File: src/rtl/prog_link_host.sv
module prog_link_host #(
  parameter int HALF_SCK   = 4,
  parameter int SETTLE_CYC = 4_000_000,
  parameter int PULSE_CYC  = 16,
  parameter int WRITE_CYC  = 900_000,
  parameter int MAX_TRIES  = 4,
  parameter int PAGE_WORDS = 16,
  parameter int PAGE_BITS  = 6,
  parameter logic [7:0] OP_EN     = 8'hAC,
  parameter logic [7:0] EN_ECHO   = 8'h53,
  parameter logic [7:0] OP_LD_LO  = 8'h40,
  parameter logic [7:0] OP_LD_HI  = 8'h48,
  parameter logic [7:0] OP_COMMIT = 8'h4C
) (
  input  logic                 clk,
  input  logic                 rst_n,
  input  logic                 start,
  input  logic [PAGE_BITS-1:0] page_num,
  input  logic [15:0]          word_data,
  input  logic                 word_valid,
  output logic                 word_ready,
  output logic                 tgt_rst,
  output logic                 sck,
  output logic                 mosi,
  input  logic                 miso,
  output logic                 busy,
  output logic                 done,
  output logic                 err
);
  localparam int IDX_W = $clog2(PAGE_WORDS);
  localparam int TRY_W = $clog2(MAX_TRIES + 1);
  localparam logic [31:0] HALF_END   = 32'(HALF_SCK - 1);
  localparam logic [31:0] SETTLE_END = 32'(SETTLE_CYC - 1);
  localparam logic [31:0] PULSE_END  = 32'(PULSE_CYC - 1);
  localparam logic [31:0] WRITE_END  = 32'(WRITE_CYC - 1);

  typedef enum logic [2:0] {S_IDLE, S_SETTLE, S_SEND, S_PULSE, S_WORD, S_WRITE} st_t;
  typedef enum logic [1:0] {K_EN, K_LO, K_HI, K_COMMIT} kind_t;

  st_t                  st;
  kind_t                kind;
  logic [31:0]          tmr;
  logic [2:0]           bit_i;
  logic [1:0]           byte_i;
  logic [7:0]           tx_sh;
  logic [6:0]           rx_sh;
  logic                 sck_r, rst_pin, echo_ok, err_r, done_r;
  logic [IDX_W-1:0]     word_i;
  logic [15:0]          word_q;
  logic [PAGE_BITS-1:0] page_q;
  logic [TRY_W-1:0]     tries;
  logic [15:0]          caddr;
  logic [7:0]           rx_next;
  logic                 half_end;

  assign caddr    = 16'({page_q, {IDX_W{1'b0}}});
  assign rx_next  = {rx_sh, miso};
  assign half_end = tmr == HALF_END;

  assign word_ready = st == S_WORD;
  assign busy       = st != S_IDLE;
  assign tgt_rst    = rst_pin;
  assign sck        = sck_r;
  assign mosi       = tx_sh[7];
  assign done       = done_r;
  assign err        = err_r;

  function automatic logic [7:0] cmd_byte(input kind_t k, input logic [1:0] i,
                                          input logic [IDX_W-1:0] w, input logic [15:0] d,
                                          input logic [15:0] ca);
    logic [31:0] c;
    case (k)
      K_EN:    c = {OP_EN, EN_ECHO, 16'h0000};
      K_LO:    c = {OP_LD_LO, 8'h00, 8'(w), d[7:0]};
      K_HI:    c = {OP_LD_HI, 8'h00, 8'(w), d[15:8]};
      default: c = {OP_COMMIT, ca, 8'h00};
    endcase
    case (i)
      2'd0:    return c[31:24];
      2'd1:    return c[23:16];
      2'd2:    return c[15:8];
      default: return c[7:0];
    endcase
  endfunction

  always_ff @(posedge clk or negedge rst_n) begin
    if (!rst_n) begin
      st <= S_IDLE; kind <= K_EN; tmr <= '0; bit_i <= '0; byte_i <= '0;
      tx_sh <= '0; rx_sh <= '0; sck_r <= 1'b0; rst_pin <= 1'b0; echo_ok <= 1'b0;
      err_r <= 1'b0; done_r <= 1'b0; word_i <= '0; word_q <= '0; page_q <= '0; tries <= '0;
    end else begin
      done_r <= 1'b0;
      case (st)
        S_IDLE:
          if (start) begin
            st <= S_SETTLE; tmr <= '0; rst_pin <= 1'b0; sck_r <= 1'b0;
            page_q <= page_num; tries <= '0; err_r <= 1'b0;
          end
        S_SETTLE:
          if (tmr == SETTLE_END) begin
            st <= S_SEND; kind <= K_EN; tx_sh <= OP_EN;
            byte_i <= '0; bit_i <= '0; tmr <= '0;
          end else tmr <= tmr + 32'd1;
        S_PULSE:
          if (tmr == PULSE_END) begin
            rst_pin <= 1'b0; st <= S_SETTLE; tmr <= '0;
          end else tmr <= tmr + 32'd1;
        S_WORD:
          if (word_valid) begin
            word_q <= word_data; kind <= K_LO; tx_sh <= OP_LD_LO; st <= S_SEND; tmr <= '0;
          end
        S_WRITE:
          if (tmr == WRITE_END) begin
            st <= S_IDLE; done_r <= 1'b1; rst_pin <= 1'b1;
          end else tmr <= tmr + 32'd1;
        S_SEND:
          if (!half_end) tmr <= tmr + 32'd1;
          else begin
            tmr <= '0;
            if (!sck_r) sck_r <= 1'b1;
            else begin
              sck_r <= 1'b0;
              rx_sh <= rx_next[6:0];
              tx_sh <= {tx_sh[6:0], 1'b0};
              bit_i <= bit_i + 3'd1;
              if (bit_i == 3'd7) begin
                if (kind == K_EN && byte_i == 2'd2) echo_ok <= rx_next == EN_ECHO;
                if (byte_i != 2'd3) begin
                  byte_i <= byte_i + 2'd1;
                  tx_sh  <= cmd_byte(kind, byte_i + 2'd1, word_i, word_q, caddr);
                end else begin
                  byte_i <= '0;
                  case (kind)
                    K_EN:
                      if (echo_ok) begin
                        st <= S_WORD; word_i <= '0;
                      end else if (tries == TRY_W'(MAX_TRIES - 1)) begin
                        err_r <= 1'b1; st <= S_IDLE; rst_pin <= 1'b1;
                      end else begin
                        tries <= tries + TRY_W'(1); rst_pin <= 1'b1; st <= S_PULSE;
                      end
                    K_LO: begin
                      kind <= K_HI; tx_sh <= OP_LD_HI;
                    end
                    K_HI:
                      if (word_i == IDX_W'(PAGE_WORDS - 1)) begin
                        kind <= K_COMMIT; tx_sh <= OP_COMMIT;
                      end else begin
                        word_i <= word_i + IDX_W'(1); st <= S_WORD;
                      end
                    default: st <= S_WRITE;
                  endcase
                end
              end
            end
          end
        default: st <= S_IDLE;
      endcase
    end
  end
endmodule


File: config.mk
export PLATFORM = sky130hd
export DESIGN_NAME = prog_link_host
export DESIGN_NICKNAME = d
export VERILOG_FILES = /design/src/rtl/prog_link_host.sv
export SDC_FILE = /design/constraint.sdc
export NUM_CORES = 1
export LEC_CHECK = 0
export BUFFER_PORTS_ARGS = -buffer_cell sky130_fd_sc_hd__buf_2
export CAP_MARGIN = 10
export CELL_PAD_IN_SITES_DETAIL_PLACEMENT = 1
export CELL_PAD_IN_SITES_GLOBAL_PLACEMENT = 2
export CORE_AREA = 2 2 118 120
export CTS_CLUSTER_DIAMETER = 150
export CTS_CLUSTER_SIZE = 24
export DETAILED_ROUTE_END_ITERATION = 7
export DIE_AREA = 0 0 120 122
export PLACE_DENSITY = 0.81
export SLEW_MARGIN = 20
export SYNTH_ARGS = -nofsm -noshare
export SYNTH_HDL_FRONTEND = slang
export SYNTH_SLANG_ARGS = --single-unit
File: constraint.sdc
create_clock -name clk -period 3.3 [get_ports clk]
set_input_delay 0.66 -clock clk [delete_from_list [all_inputs] [get_ports clk]]
set_output_delay 0.66 -clock clk [all_outputs]
set_load 0.05 [all_outputs]
==> flow_summary.yaml <==
floorplan:
  ios: 34
  chipHeight_um: 122
  std_cell_rows: 43
  dieArea_um2: 14600
  start_util_pct: 38.1
  core-area_um2: 13500
  die_w_um: 120
grt:
  grtUsageTotal_pct: 20.5
  grt_max_degree: 49
  grt_pass1_vias: 4481
  grt_overflow: 0
  grt_pass1_wl_um: 23700
  antenna_found_initial: 0
sta:
  slew_viol_final: 0
  max_freq_ghz: 0.337
  fin_skew_ns: 0.00898
  fin_tns_setup_ns: 0
  tightest_slew_ns: 0.759
  hold_violations: 0
  maxSlewHeadroom_pct: 49.4
  finalCritPeriodShare_pct: 90.0
  setup_viol: 0
  rsz0062_at_grt: "no"
  period_minus_slack_ns: 2.97
placement:
  port_buffers: 33
  gp_congestion: 0.839
  placed_area_um2: 5530
  hpwl_um: 10400
synthesis:
  synth.distinct_cells: 64
  synthArstFlopShare_pct: 100
  synth_ff_type: "dfrtp_1"
  postSynthAreaPerCell_um2: 9.72
  yosysWarnings: 0
  yosys-top-cells-area: "dfrtp_1 (44%), mux2_2 (8.5%), nor2_1 (4.1%)"
  synthCells: 529
  synth_top_area_share_pct: 44.3
  post-synth-top-count-cell: "dfrtp_1"
  ys_top_cells_by_count: "dfrtp_1 (91), nor2_1 (56), mux2_2 (39)"
  ys_seq_area_share_pct: 44.3
  ys_ff_latch: 91
  synth_top_area_cell: "dfrtp_1"
  synth_nets: 572
  syn-cell-area_um2: 5140
  synth-edff-count: 0
clock_tree:
  clockBufferDepth: 2
  cts-root-buf: "clkbuf_16"
  cts_buffers: 9
  ctsHoldBuffers: 0
  cts_resized: 0
  clock-sinks: 91
  cts.clk_slew.worst_paths_ns: 0.06
  clkLatencyLatePin_ns: 0.35
  cts_tree: "built"
  cts_max_level: 3
  cts_setup_buffers: 0
routing:
  totalWireLength_um: 13900
  vias: 4181
  via_per_inst: 5.63
  drc_errors: 0
  drt_first_iter_violations: 182
  antenna_left: 0
  detail_route.wl_per_cell_um: 18.7
  first_pass_iters: 4
worst_setup_path:
  rrSetupSlack_ns: 0.33
  timing.rr.end: "bit_i[0]"
  crit_type: "flip-flop to flip-flop"
  crit_fanout: 5
  rr_worst_depth: 6
  worstPathArrival_ns: 3.20
  required_ns: 3.53
  startpoint_type: "flip-flop"
  r2r-start: "tmr[5]"
  critPathCaptureType: "flip-flop"
final_layout:
  finalInstanceArea_um2: 5840
  drive_above_1_share_pct: 19.4
  area_growth_syn_to_layout_pct: 13.6
  diodes: 0
  nFillCells: 1558
  final_nets: 601
power_and_ir_drop:
  p_leak_nw: 2.66
  power.density_nw_per_um2: 383
  worst_ir_drop_vdd_mv: 0.171
worst_hold_path:
  hold_path_class: "input port to async pin"
run_status:
  outcome: "finished, final reports clean"
run:
  drv_cap: 0
==> cell families after synthesis <==
| kind of cell | Yosys count | synth area share, % |
|---|---|---|
| compound gates | 96 | 12.7 |
| xor+xnor | 30 | 5.11 |
| fa+ha+maj | 16 | 3.89 |
| buf+inv | 42 | 3.24 |
| flops | 91 | 44.3 |
| mux | 44 | 9.61 |
| simple gates | 210 | 21.1 |
==> critical path: stages (launching register included) <==
cell and delay [ns]:
dfrtp_1 0.43, or4_1 0.58, nor4b_1 0.49, nand4_1 0.40
a2bb2oi_2 0.34, o21ai_0 0.27, mux2_2 0.35
==> worst max path at each step <==
| stage | endpoint | slack (ns) | depth (start not counted) | from |
|---|---|---|---|---|
| floorplan | st[2] | 0.74 | 6 | tmr[5] |
| global placement | bit_i[0] | 0.50 | 6 | tmr[5] |
| detailed placement | bit_i[0] | 0.34 | 6 | tmr[5] |
| CTS | bit_i[0] | 0.32 | 6 | tmr[5] |
| global route | bit_i[0] | 0.05 | 6 | tmr[5] |
| finish | bit_i[0] | 0.33 | 6 | tmr[5] |
==> sequential cells by signal, summed over array words and instances, names as in the netlist <==
signal   cells
word_i       4
page_q       6
done         1
tries        3
byte_i       2
rx_sh        7
kind         2
tx_sh        8
word_q      16
st           3
bit_i        3
echo_ok      1
err          1
tmr         32
tgt_rst      1
sck          1
==> per-stage QoR <==
stage / power [mW] / instances / hold slack (ns) / utilization [%] / setup slack (ns)
floorplan: 1.14 / 529 / 0.364 / - / 0.740
global placement: 1.18 / 727 / 0.485 / 41.0 / 0.496
detailed placement: 1.18 / 727 / 0.492 / 41.0 / 0.337
CTS: 2.26 / 743 / 0.346 / 43.2 / 0.316
global route: 2.31 / 743 / 0.367 / 43.2 / 0.0493
finish: 2.24 / 743 / 0.316 / 43.2 / 0.330
==> layout make-up <==
cell class                 instances  area, um2  area share [%]
inverter                          15       56.3           0.964
sequential                        91       2280            39.0
clock buffer                      15        278            4.76
timing repair buffer              45        270            4.63
tap                              180        225            3.86
multi-input combinational        396       2700            46.3
clock inverter                     1       30.0           0.514
==> layer usage <==
layer / vias up / GRT usage [%] / share of wire (%)
li1: 1982 / - / -
met1: 2119 / 27.4 / 47
met2: 61 / 33.9 / 49
met3: 19 / 3.89 / 2.8
met4: 0 / 6.03 / 1.7
met5: - / 0 / 0
==> power by group <==
group | internal (mW) | switching [mW]
Combinational | 0.0141 | 0.0279
Sequential | 1.12 | 0
Clock | 0.651 | 0.429
Total | 1.78 | 0.457
==> cell usage in the layout (no fill, tap or decap), types with 3 or more instances in the layout <==
cell type	n
a31oi_1	4
inv_1	13
a21oi_1	20
o2bb2ai_1	4
ha_1	16
nor2_1	56
mux2i_1	4
nor3_1	24
a221oi_1	3
xnor2_1	24
nand2_1	37
a22o_1	3
dfrtp_1	91
buf_4	12
mux2_2	39
buf_2	32
o21ai_0	20
a21o_1	4
and3_1	11
and2_1	3
nand3_1	23
clkbuf_1	3
clkbuf_8	3
xor2_1	6
a22oi_1	10
nand4_1	13
or4_1	4
o22ai_1	5
and4_1	5
a211o_1	4
nor4_1	12
clkbuf_16	9
nand2b_1	4
Note: power is estimated with default switching activity, not from simulation.
